--- src/rtl/exc_ctrl.sv ---
module exc_ctrl #(
  parameter int XLEN = 32,
  parameter int NIRQ = 6,
  parameter logic [XLEN-1:0] VECTOR = 32'h8000_0180
) (
  input  logic            clk,
  input  logic            rst_n,
  input  logic            valid_i,
  input  logic [XLEN-1:0] pc_i,
  input  logic [XLEN-1:0] next_pc_i,
  input  logic            mem_acc_i,
  input  logic            mem_wr_i,
  input  logic [XLEN-1:0] mem_addr_i,
  input  logic            bus_ferr_i,
  input  logic            bus_derr_i,
  input  logic            misalign_i,
  input  logic            undef_i,
  input  logic            ovf_i,
  input  logic            syscall_i,
  input  logic            break_i,
  input  logic            trap_i,
  input  logic            fpe_i,
  input  logic [NIRQ-1:0] irq_i,
  input  logic            mtc0_i,
  input  logic            mfc0_i,
  input  logic            eret_i,
  input  logic [4:0]      cp0_sel_i,
  input  logic [XLEN-1:0] cp0_wdata_i,
  output logic [XLEN-1:0] cp0_rdata_o,
  output logic            exc_o,
  output logic            redirect_o,
  output logic [XLEN-1:0] redirect_pc_o,
  output logic            kernel_o
);

  localparam int IE  = 0;
  localparam int EXL = 1;
  localparam int KM  = 2;
  localparam int IM  = 8;
  localparam logic [4:0] SEL_BADV   = 5'd8;
  localparam logic [4:0] SEL_STATUS = 5'd12;
  localparam logic [4:0] SEL_CAUSE  = 5'd13;
  localparam logic [4:0] SEL_EPC    = 5'd14;
  localparam logic [XLEN-1:0] WMASK =
    (XLEN'({NIRQ{1'b1}}) << IM) | XLEN'(7);
  localparam logic [XLEN-1:0] STATUS_RST = XLEN'(1) << KM;

  logic [XLEN-1:0] status_q, epc_q, badv_q;
  logic [4:0]      code_q;

  logic            take, precise, set_bad;
  logic [4:0]      code_n;
  logic [XLEN-1:0] bad_n;

  wire user     = !status_q[KM];
  wire fetch_ae = user && pc_i[XLEN-1];
  wire data_ae  = mem_acc_i && (misalign_i || (user && mem_addr_i[XLEN-1]));
  wire ri       = undef_i || (user && (mtc0_i || mfc0_i));
  wire [NIRQ-1:0] irq_hit = irq_i & status_q[IM +: NIRQ];
  wire irq_ok   = status_q[IE] && !status_q[EXL] && (|irq_hit);

  always_comb begin
    take    = valid_i;
    precise = 1'b0;
    set_bad = 1'b0;
    code_n  = 5'd0;
    bad_n   = mem_addr_i;
    if (!valid_i)        take = 1'b0;
    else if (bus_ferr_i) begin code_n = 5'd6; precise = 1'b1; end
    else if (bus_derr_i) begin code_n = 5'd7; precise = 1'b1; end
    else if (fetch_ae) begin
      code_n = 5'd4; precise = 1'b1; set_bad = 1'b1; bad_n = pc_i;
    end
    else if (data_ae) begin
      code_n = mem_wr_i ? 5'd5 : 5'd4; precise = 1'b1; set_bad = 1'b1;
    end
    else if (ri)         begin code_n = 5'd10; precise = 1'b1; end
    else if (ovf_i)      code_n = 5'd12;
    else if (syscall_i)  code_n = 5'd8;
    else if (break_i)    code_n = 5'd9;
    else if (trap_i)     code_n = 5'd13;
    else if (fpe_i)      code_n = 5'd15;
    else if (irq_ok)     code_n = 5'd0;
    else                 take = 1'b0;
  end

  wire eret_go = valid_i && eret_i && !take;
  wire wr_ok   = valid_i && mtc0_i && !take;

  assign exc_o         = take;
  assign redirect_o    = take || eret_go;
  assign redirect_pc_o = take ? VECTOR : epc_q;
  assign kernel_o      = status_q[KM];

  always_ff @(posedge clk) begin
    if (!rst_n) begin
      status_q <= STATUS_RST;
      epc_q    <= '0;
      badv_q   <= '0;
      code_q   <= '0;
    end else if (take) begin
      status_q[KM]  <= 1'b1;
      status_q[EXL] <= 1'b1;
      epc_q         <= precise ? pc_i : next_pc_i;
      code_q        <= code_n;
      if (set_bad) badv_q <= bad_n;
    end else if (eret_go) begin
      status_q[KM]  <= 1'b0;
      status_q[EXL] <= 1'b0;
    end else if (wr_ok) begin
      if (cp0_sel_i == SEL_STATUS) status_q <= cp0_wdata_i & WMASK;
      if (cp0_sel_i == SEL_EPC)    epc_q    <= cp0_wdata_i;
    end
  end

  logic [XLEN-1:0] cause_v;
  always_comb begin
    cause_v = '0;
    cause_v[6:2] = code_q;
    cause_v[IM +: NIRQ] = irq_i;
  end

  always_comb begin
    case (cp0_sel_i)
      SEL_BADV:   cp0_rdata_o = badv_q;
      SEL_STATUS: cp0_rdata_o = status_q;
      SEL_CAUSE:  cp0_rdata_o = cause_v;
      SEL_EPC:    cp0_rdata_o = epc_q;
      default:    cp0_rdata_o = '0;
    endcase
  end

  a_r1_enter_kernel: assert property (@(posedge clk) disable iff (!rst_n)
    exc_o |=> (kernel_o && status_q[EXL]));

  a_r2_bus_epc: assert property (@(posedge clk) disable iff (!rst_n)
    (exc_o && (bus_ferr_i || bus_derr_i)) |=> (epc_q == $past(pc_i)));

  a_r7_user_move: assert property (@(posedge clk) disable iff (!rst_n)
    (valid_i && !kernel_o && (mtc0_i || mfc0_i)) |-> exc_o);

  a_r8_irq_gate: assert property (@(posedge clk) disable iff (!rst_n)
    (exc_o && (!status_q[IE] || status_q[EXL])) |-> (code_n != 5'd0));

  a_r10_eret_user: assert property (@(posedge clk) disable iff (!rst_n)
    (valid_i && eret_i && !exc_o) |=> !kernel_o);

  a_r11_idle: assert property (@(posedge clk) disable iff (!rst_n)
    !valid_i |=> ($stable(status_q) && $stable(epc_q) && $stable(badv_q)));

endmodule

--- config.mk ---
export PLATFORM = sky130hd
export DESIGN_NAME = exc_ctrl
export DESIGN_NICKNAME = d
export VERILOG_FILES = /design/src/rtl/exc_ctrl.sv
export SDC_FILE = /design/constraint.sdc
export NUM_CORES = 1
export LEC_CHECK = 0
export BUFFER_PORTS_ARGS = -buffer_cell sky130_fd_sc_hd__buf_2
export CORE_MARGIN = 1.5
export CORE_UTILIZATION = 42
export CTS_BUF_LIST = sky130_fd_sc_hd__clkbuf_16
export DETAILED_ROUTE_END_ITERATION = 16
export PLACE_DENSITY = 0.87
export SLEW_MARGIN = 20
export SYNTH_ARGS = -nofsm -noshare
export SYNTH_HDL_FRONTEND = slang
export SYNTH_SLANG_ARGS = --single-unit
--- constraint.sdc ---
create_clock -name clk -period 2.8 [get_ports clk]
set_clock_uncertainty 0.2 [all_clocks]
set_input_delay 0.7 -clock clk [delete_from_list [all_inputs] [get_ports clk]]
set_output_delay 0.7 -clock clk [all_outputs]
set_load 0.01 [all_outputs]
* After elaboration in Yosys (flattened, before gate mapping) *
Cells that the tools add are included.

storage, ports and cells
  register bits after elaboration = 78
  bits of input ports = 156
  output and inout bits = 67
  logic and storage cells = 95

operators by class
  equality and inequality tests = 5
  multiplexer cells = 50
  bitwise logic cells = 4
  reductions and logical operators = 30

operator list
  cell                count
  $mux 32             10
  $pmux 32 s4         1
  $mux 4              11
  $mux 1              25
  $eq 5x4->1 const B  4
  $logic_and 1x1->1   10
  $reduce_bool 2->1   4
  $and 6x6->6         1
  $mux 3              2
  $reduce_and 2->1    3
  $reduce_bool 3->1   2
  $reduce_or 6->1     1
  $logic_or 1x1->1    4
  $reduce_and 4->1    1
  $logic_not 1->1     3
  $not 1->1           3
  $reduce_and 3->1    1
  $mux 2              1
  $ne 2x2->1 const B  1
  $reduce_or 2->1     1

* Longest topological paths before layout *
Gate-level depths: netlist of run 1.

  depth after elaboration = 20
  gate-level depth with buffers = 8
  mapped depth without buffers = 5

* Worst setup path before layout of run 1 *
No wires, ideal clock.

  path kind = input to output
  start point = input port irq_i[5]
  end point = output port redirect_pc_o[22]
  arrival time = 2.145 ns
  data required time = 1.900 ns
  path slack = -0.245 ns
  stages on the path = 7
  path buffers = 2
  cell sequence = a22oi_2 a311oi_2 o41ai_1 buf_2 inv_1 clkbuf_1 nor2_1

between the ends
  cells in the longest elaborated chain, start to end = 16

ends and longest elaborated chain
  element            line  RTL
  from (decl)        23    input logic [NIRQ-1:0] irq_i,
  $and 6x6->6        59    wire [NIRQ-1:0] irq_hit = irq_i & status_q[IM +: NIRQ];
  $reduce_or 6->1    60    wire irq_ok = status_q[IE] && !status_q[EXL] && (|irq_hit);
  $logic_and 1x1->1  60
  $mux 1             83    else if (irq_ok) code_n = 5'd0;
  $mux 1             82    else if (fpe_i) code_n = 5'd15;
  $mux 1             81    else if (trap_i) code_n = 5'd13;
  $mux 1             80    else if (break_i) code_n = 5'd9;
  $mux 1             79    else if (syscall_i) code_n = 5'd8;
  $mux 1             78    else if (ovf_i) code_n = 5'd12;
  $mux 1             77    else if (ri) begin code_n = 5'd10; precise = 1'b1; end
  $mux 1             74    else if (data_ae) begin
  $mux 1             71    else if (fetch_ae) begin
  $mux 1             70    else if (bus_derr_i) begin code_n = 5'd7; precise = 1'b1; end
  $mux 1             69    else if (bus_ferr_i) begin code_n = 5'd6; precise = 1'b1; end
  $mux 1             68    if (!valid_i) take = 1'b0;
  net exc_o          30    output logic exc_o,
  $mux 32            92    assign redirect_pc_o = take ? VECTOR : epc_q;
  to (decl)          32    output logic [XLEN-1:0] redirect_pc_o,

The timed path passes the listed nets, and every way through them passes these cells.

* Worst setup path in the final report of run 1 *
  start point = input port syscall_i
  end point = output port redirect_pc_o[16]

between the ends
  cells in the longest elaborated chain, start to end = 9

ends and longest elaborated chain
  element      line  RTL
  from (decl)  19    input logic syscall_i,
  $mux 1       79
  $mux 1       78
  $mux 1       77
  $mux 1       74
  $mux 1       71
  $mux 1       70
  $mux 1       69
  $mux 1       68
  $mux 32      92

No other way between the ends.

==> Flow_metrics.wiki, run 1 <==
{| class="wikitable"
! Metric !! Value
|-
| Final Setup Violations || 48
|-
| Port buffer count || 222
|-
| Share of cells above drive strength 1 || 50.8%
|-
| Final #Nets || between 900 and 1k
|-
| Post-layout instance area || between 7000 and 8000 µm²
|-
| Number of rows in the core area || 38
|-
| Critical path depth in cells || 9
|-
| TritonRoute pass-1 iters || 5
|-
| Remaining design rule violation count || 0
|-
| Die W || between 100 and 150 µm
|-
| Violated checks || negative setup slack
|-
| TritonCTS clock tree || built
|-
| Worst hold path cell count || 2
|-
| Area of the core region || around 11000 µm²
|-
| Proportion of netlist area held by the largest area contributor || 33.4%
|-
| Pin count of the biggest net entering global routing || 49
|-
| Number of buffers and inverters on the critical path || 5
|-
| Setup Crit Path Kind || primary input to output port
|-
| Min-delay worst type || register to register
|-
| Average instance area after synthesis || around 8.7 µm²
|-
| Routed len/inst || 19.3 µm
|-
| Number of cells on the worst reg-to-reg path || 8
|-
| Cell area after placement || 6550 µm²
|-
| CTS Hold Buffers Added || 0
|-
| DIE AREA || around 12000 µm²
|-
| Worst IR Drop VDD || 0.302 mV
|-
| Initial antenna violation count || 0
|-
| Number of warnings printed during yosys synthesis || 0
|-
| Number of endpoints with negative hold slack in the final report || 0
|-
| DP Cell Count || approximately 900
|-
| Routability congestion estimate || between 0.9 and 1
|-
| Maximum root-to-sink buffer count || 2
|-
| First-pass GRT wire length || roughly 25000 µm
|-
| Req. time, crit path || 1.90 ns
|-
| Power density of the placed cells || approximately 400 nW/µm²
|-
| Number of antenna cells inserted || 0
|-
| Top FF cell, synth || sky130_fd_sc_hd__dfxtp_1
|-
| Total length of routed wires || 17900 µm
|-
| Final worst path period share || 114%
|-
| Number of sinks handled by clock tree synthesis || 77
|-
| Final hold slack || 0.256 ns
|-
| Number of I/O pins || 223
|-
| Worst-path maximum fanout || 8
|-
| Critical path endpoint category || output port
|-
| Clock-pin slew reported for the worst setup and hold paths after clock tree synthesis || 0.06 ns
|-
| Highest achievable clock rate || 314 MHz
|-
| Leakage Power || 3.36 nW
|-
| Remaining global-route overflow || 0
|-
| Cell with the biggest individual delay on the critical path || sky130_fd_sc_hd__nor4_4
|-
| Number of DRC violations after detailed-routing iteration 0 || 443
|-
| Vias after detailed routing || 5349
|-
| Transition time at the pin with the least slew margin || approximately 0.47 ns
|-
| Cell chosen for the clock root || sky130_fd_sc_hd__clkbuf_16
|-
| Share of flip-flops with an asynchronous set or reset after synthesis || 0%
|-
| Height of the die || 108 µm
|-
| Detailed Place HPWL || between 10000 and 15000 µm
|-
| Num CTS Buffers || 9
|-
| Maximum level of the CTS H-tree || 3
|-
| Critical path arrival || 2.28 ns
|-
| Layout Utilization || about two thirds
|-
| Final max-slew violation count || 0
|-
| Critical path startpoint category || primary input
|-
| Effective utilization at floorplan || 42.7%
|-
| Worst path setup slack after routing || -0.384 ns
|-
| Unrepaired setup endpoints after global routing || true
|-
| Via count of the first global-routing pass || 5061
|-
| Cell breakdown of the critical path || buf_8 > nor4_4 > nand2b_1 > buf_6 > o41ai_4 > bufinv_8 > buf_12 > nor2_4 > buf_6
|-
| Flip-flop and latch count after synthesis || 77
|-
| Dominant delay contributor by cell family on the critical path || buffers and inverters
|-
| Filler-free cell count of the finished design || between 900 and 1k
|-
| Slew HR || 69.0%
|-
| Syn Inst Count || 529
|-
| Largest cells by area after synthesis || sky130_fd_sc_hd__dfxtp_1 33%, sky130_fd_sc_hd__a221oi_2 9.8%, sky130_fd_sc_hd__mux2i_1 8.7%, sky130_fd_sc_hd__o221ai_1 6.1%, sky130_fd_sc_hd__inv_1 5.9%
|-
| Worst-skew pair later-pin latency || 0.33 ns
|-
| Mapped Nets || around 690
|-
| Total track usage || 28.4%
|-
| Residual antenna-violating net count after detailed routing || 0
|-
| Run status || complete, but fails checks
|-
| Number of vias per cell after detailed routing || a little under 6
|-
| Cell repeated most along the worst path || sky130_fd_sc_hd__buf_6
|-
| Library cell occupying the most area in the post-synthesis netlist || sky130_fd_sc_hd__dfxtp_1
|-
| Count of flip-flops with a built-in enable after synthesis || 0
|-
| Fraction of the yosys area taken by sequential cells || around a third
|-
| Yosys cell types || 50
|-
| Slowest stage delay, CP || between 0.2 and 0.3 ns
|-
| Max Cap Violations || 0
|-
| Clock period minus worst slack || 3.18 ns
|-
| Synth Cell Area || 4610 µm²
|-
| Growth of design area from synthesis to finish || 58.3%
|}
-- area by class of cell --
| type | count | area (µm²) |
|---|---|---|
| sequential | 77 | 1540 |
| timing repair buffer | 290 | 2050 |
| clock buffer | 9 | 225 |
| clock inverter | 6 | 55.1 |
| inverter | 74 | 292 |
| fill | 815 | 3490 |
| tap | 140 | 175 |
| multi-input combinational | 332 | 2970 |
-- through the flow --
stage	setup TNS [ns]	power (mW)	setup slack, ns
after CTS	-9.86	2.88	-0.319
after global routing	-15.26	3.02	-0.454
after floorplan	-0.490	1.49	-0.0395
after global placement	-13.78	1.75	-0.270
after detailed placement	-17.88	1.76	-0.365
final	-12.22	2.92	-0.384
-- worst reg2reg max path: cells and delay by family, from the launching register on --
kind | cells | cell delay, ns
AND/OR/NAND/NOR | 2 | 0.71
buffers and inverters | 3 | 0.64
AO/OA/AOI/OAI | 3 | 0.53
flip-flops | 1 | 0.34
-- flip-flops by register name (all words and copies together), names as in the netlist --
register,cells
status_q,9
code_q,4
badv_q,32
epc_q,32
-- final timing paths --
kind / end / startpoint / slack, ns
hold / removal: code_q[2] / code_q[2] / 0.26
setup reg to reg: epc_q[20] / status_q[12] / 0.24
hold reg to reg: code_q[2] / code_q[2] / 0.26
setup / recovery: redirect_pc_o[16] / syscall_i / -0.38
-- power by group --
part	total [mW]	switching, mW	internal (mW)	leakage [nW]
Combinational	0.629	0.328	0.301	2.59
Clock	1.12	0.440	0.675	0.136
Sequential	1.18	0.0289	1.15	0.631
Total	2.92	0.797	2.12	3.36
-- metal layers --
layer	part of all wire [%]	vias up	global-route usage, %
met5	0	-	0
met4	3.9	0	12.5
met3	7.5	61	4.12
met2	50	329	49.5
met1	38	2484	34.6
li1	-	2475	-
-- timing repair --
action / in CTS / in global routing
hold endpoints to repair: 0 / 0
cloned: 0 / 1
buffers inserted: 2 / 7
resized for setup: 7 / 65
setup endpoints to repair: 34 / 46
pin swaps: 5 / 10
-- Yosys cell counts (3+ instances only) --
library cell / instances
sky130_fd_sc_hd__dfxtp_1: 77
sky130_fd_sc_hd__inv_1: 73
sky130_fd_sc_hd__nor2_1: 71
sky130_fd_sc_hd__mux2i_1: 40
sky130_fd_sc_hd__clkbuf_1: 32
sky130_fd_sc_hd__o221ai_1: 32
sky130_fd_sc_hd__a211oi_1: 31
sky130_fd_sc_hd__a221oi_2: 30
sky130_fd_sc_hd__a22o_1: 20
sky130_fd_sc_hd__o21ai_0: 19
sky130_fd_sc_hd__a21oi_1: 13
sky130_fd_sc_hd__nand2_1: 11
sky130_fd_sc_hd__a22oi_1: 7
sky130_fd_sc_hd__nand2b_1: 7
sky130_fd_sc_hd__nand4b_1: 7
sky130_fd_sc_hd__buf_2: 5
sky130_fd_sc_hd__nor3_1: 4
sky130_fd_sc_hd__a222oi_1: 3
sky130_fd_sc_hd__a22oi_2: 3
sky130_fd_sc_hd__buf_1: 3
sky130_fd_sc_hd__buf_4: 3
sky130_fd_sc_hd__buf_6: 3
-- layout by cell type, fill, tap and decap left out, drive strengths merged, types with 2 or more instances in the layout --
cell type,count
a2111oi,2
a211oi,31
a21oi,13
a221oi,32
a222oi,3
a22o,20
a22oi,10
a311oi,3
buf,289
bufinv,2
clkbuf,10
clkinv,5
dfxtp,77
inv,72
mux2i,40
nand2,11
nand2b,7
nand3b,2
nand4b,7
nor2,71
nor2b,2
nor3,5
nor4,5
o21ai,22
o221ai,32
-- logic make-up (layout without fill, tap and decap cells) --
kind of cell | count (synthesis) | after routing | synth area share (%)
compound gates | 176 | 176 | 34.5
buf+inv | 120 | 379 | 10.6
flops | 77 | 77 | 33.4
mux | 40 | 40 | 8.68
simple gates | 116 | 116 | 12.8
Note: power is estimated with default switching activity, not from simulation.
==> run 2, diff against run 1 <==
--- a/config.mk
+++ b/config.mk
@@ -11,6 +11,7 @@
 export CTS_BUF_LIST = sky130_fd_sc_hd__clkbuf_16
 export DETAILED_ROUTE_END_ITERATION = 16
 export PLACE_DENSITY = 0.87
+export REMOVE_ABC_BUFFERS = 1
 export SLEW_MARGIN = 20
 export SYNTH_ARGS = -nofsm -noshare
 export SYNTH_HDL_FRONTEND = slang
==> run 2 against run 1 <==
Compared with the run above:
- the run still ends with negative setup slack left
- die area did not move
- global-route usage fell by 1.6 points
- sequential power barely moved
- non-clock buffer count fell by 12
- combinational power fell by 13%
- cell count fell by 1.4%
- largest power group is now clock
- critical path type unchanged
- sequential share of layout area rose by 1.6 points
- critical path depth fell by 1
==> Flow_metrics.wiki, run 2 (synthesized netlist as in run 1, its figures left out) <==
{| class="wikitable"
! Metric !! Value
|-
| TritonCTS clock tree || built
|-
| Final worst path period share || 108% (-5.5 points)
|-
| Maximum root-to-sink buffer count || 2 (unchanged)
|-
| Number of vias per cell after detailed routing || 5.65 (-2.0%)
|-
| Clock-pin slew reported for the worst setup and hold paths after clock tree synthesis || 0.06 ns (about the same)
|-
| Overall Power || 2.92 mW (+0.12%)
|-
| Fillcell total || 888 (+9.0%)
|-
| Number of antenna cells inserted || 0 (unchanged)
|-
| Worst IR Drop VDD || 0.311 mV (+2.9%)
|-
| Final max-slew violation count || 0 (unchanged)
|-
| Initial antenna violation count || 0 (unchanged)
|-
| Total length of routed wires || 16100 µm (-10%)
|-
| Post-Place Setup Slack || -0.295 ns (+0.0697 ns)
|-
| Clock period minus worst slack || 3.03 ns (-0.154 ns)
|-
| Total track usage || 26.8% (-1.6 points)
|-
| Routed len/inst || 17.6 µm (-8.9%)
|-
| Post-layout instance area || 6800 µm² (-6.8%)
|-
| Largest registers in the final layout || badv_q (32), epc_q (32), status_q (9)
|-
| Pin count of the biggest net entering global routing || 38 (-22%)
|-
| Maximum level of the CTS H-tree || 3 (unchanged)
|-
| Unrepaired setup endpoints after global routing || true
|-
| Height of the die || 108 µm (unchanged)
|-
| Leading cell types in the layout, fill and taps excluded || 209 x sky130_fd_sc_hd__buf_2, 77 x sky130_fd_sc_hd__dfxtp_1, 72 x sky130_fd_sc_hd__inv_1
|-
| Violated checks || negative setup slack
|-
| Worst path setup slack after routing || -0.231 ns (+0.154 ns)
|-
| R2R Path Start || status_q[2]
|-
| Min-delay worst type || register to register
|-
| Die W || 108 µm (unchanged)
|-
| Commonest non-fill, non-tap cell in the layout || sky130_fd_sc_hd__buf_2
|-
| First-pass GRT wire length || 24100 µm (-5.1%)
|-
| Max Cap Violations || 0 (unchanged)
|-
| Vias after detailed routing || 5169 (-3.4%)
|-
| Timing endpoint of the critical path || redirect_pc_o[10]
|-
| Growth of design area from synthesis to finish || 47.5%
|-
| Worst-path maximum fanout || 22 (+14)
|-
| Via count of the first global-routing pass || 4832 (-4.5%)
|-
| Setup total negative slack || -6.82 ns (+5.40 ns)
|-
| Highest achievable clock rate || 330 MHz (+5.1%)
|-
| Transition time at the pin with the least slew margin || 0.481 ns (+0.0157 ns)
|-
| Remaining design rule violation count || 0 (unchanged)
|-
| Register-to-register setup slack || 0.25 ns (about the same)
|-
| Final Setup Violations || 34 (-29%)
|-
| Leakage Power || 3.26 nW (-3.1%)
|-
| Endpoint of the lowest-slack register-to-register path || epc_q[19]
|-
| Critical path endpoint category || output port
|-
| Share of cells above drive strength 1 || 46.7% (-4.1 points)
|-
| Critical path startpoint category || primary input
|-
| Detailed Place HPWL || 11500 µm (-6.1%)
|-
| Critical path arrival || 2.13 ns (-0.15 ns)
|-
| Port buffer count || 222 (unchanged)
|-
| Number of cells on the worst reg-to-reg path || 7 (-1)
|-
| Number of endpoints with negative hold slack in the final report || 0 (unchanged)
|-
| DIE AREA || 11600 µm² (unchanged)
|-
| Effective utilization at floorplan || 42.7% (unchanged)
|-
| Power density of the placed cells || 430 nW/µm² (+7.5%)
|-
| Cell chosen for the clock root || sky130_fd_sc_hd__clkbuf_16
|-
| Num CTS Buffers || 9 (unchanged)
|-
| Layout Utilization || 63.0% (-4.6 points)
|-
| Req. time, crit path || 1.90 ns (about the same)
|-
| Routability congestion estimate || 0.873 (-4.8%)
|-
| Setup Crit Path Kind || primary input to output port
|-
| Beginning of the critical path || irq_i[5]
|-
| TritonRoute pass-1 iters || 5 (unchanged)
|-
| Run status || complete, but fails checks
|-
| Worst-skew pair later-pin latency || 0.32 ns (about the same)
|-
| Number of rows in the core area || 38 (unchanged)
|-
| Number of DRC violations after detailed-routing iteration 0 || 375 (-15%)
|-
| Final #Nets || 928 (-1.3%)
|-
| Area of the core region || 10800 µm² (unchanged)
|-
| Cell area after placement || 6250 µm² (-4.6%)
|-
| Slew HR || 67.9% (-1.0 points)
|-
| Residual antenna-violating net count after detailed routing || 0 (unchanged)
|-
| Number of sinks handled by clock tree synthesis || 77 (unchanged)
|-
| Remaining global-route overflow || 0 (unchanged)
|-
| Number of I/O pins || 223 (unchanged)
|}
run 2: changes by cell type in the layout (fill, tap and decap cells not counted), sizes merged:
| cell | change |
|---|---|
| buf | -12 |
| clkinv | -2 |
| inv | +1 |
run 2: layout make-up:
class | count | area (µm²) | area share [%]
clock buffer | 9 | 225 | 3.31
clock inverter | 5 | 77.6 | 1.14
inverter | 74 | 278 | 4.08
multi-input combinational | 332 | 2730 | 40.2
sequential | 77 | 1540 | 22.7
tap | 140 | 175 | 2.58
timing repair buffer | 278 | 1770 | 26.0
run 2: what timing repair did:
item | CTS | global route
pin swaps | 7 | 9
endpoints found under the setup margin | 34 | 40
gates resized for setup | 14 | 34
setup buffers | 2 | 2
gates cloned | 0 | 2
hold buffers | 0 | 0
run 2: routing by layer:
metal	vias up	GRT usage [%]	routed length [µm]
li1	2452	-	-
met1	2393	32.6	6350
met3	35	5.21	1290
met2	289	47.0	8180
met5	-	0	0
met4	0	9.21	310
run 2: worst min path at each step:
stage	depth (start not counted)	to	from	slack, ns
after floorplan	2	code_q[2]	code_q[2]	0.23
after global placement	2	code_q[0]	code_q[0]	0.24
after detailed placement	2	code_q[0]	code_q[0]	0.25
after CTS	2	code_q[0]	code_q[0]	0.26
after global routing	2	code_q[0]	code_q[0]	0.28
final	2	code_q[0]	code_q[0]	0.26
run 2: critical path, cell delays in order:
cell and delay, ns:
sky130_fd_sc_hd__buf_6 0.10, sky130_fd_sc_hd__a22oi_2 0.19, sky130_fd_sc_hd__a311oi_2 0.16, sky130_fd_sc_hd__o41ai_2 0.45, sky130_fd_sc_hd__inv_2 0.12, sky130_fd_sc_hd__buf_12 0.18, sky130_fd_sc_hd__nor2_1 0.09, sky130_fd_sc_hd__buf_2 0.13
run 2: report_power, final:
group	internal, mW	total [mW]	switching, mW
clock	0.767	1.20	0.438
sequential	1.15	1.17	0.0251
combinational	0.260	0.548	0.288
run 2: stage by stage:
| stage | std cells | hold WS [ns] |
|---|---|---|
| after floorplan | 483 | 0.231 |
| after global placement | 895 | 0.241 |
| after detailed placement | 895 | 0.251 |
| after CTS | 911 | 0.258 |
| after global routing | 915 | 0.283 |
| final | 915 | 0.257 |
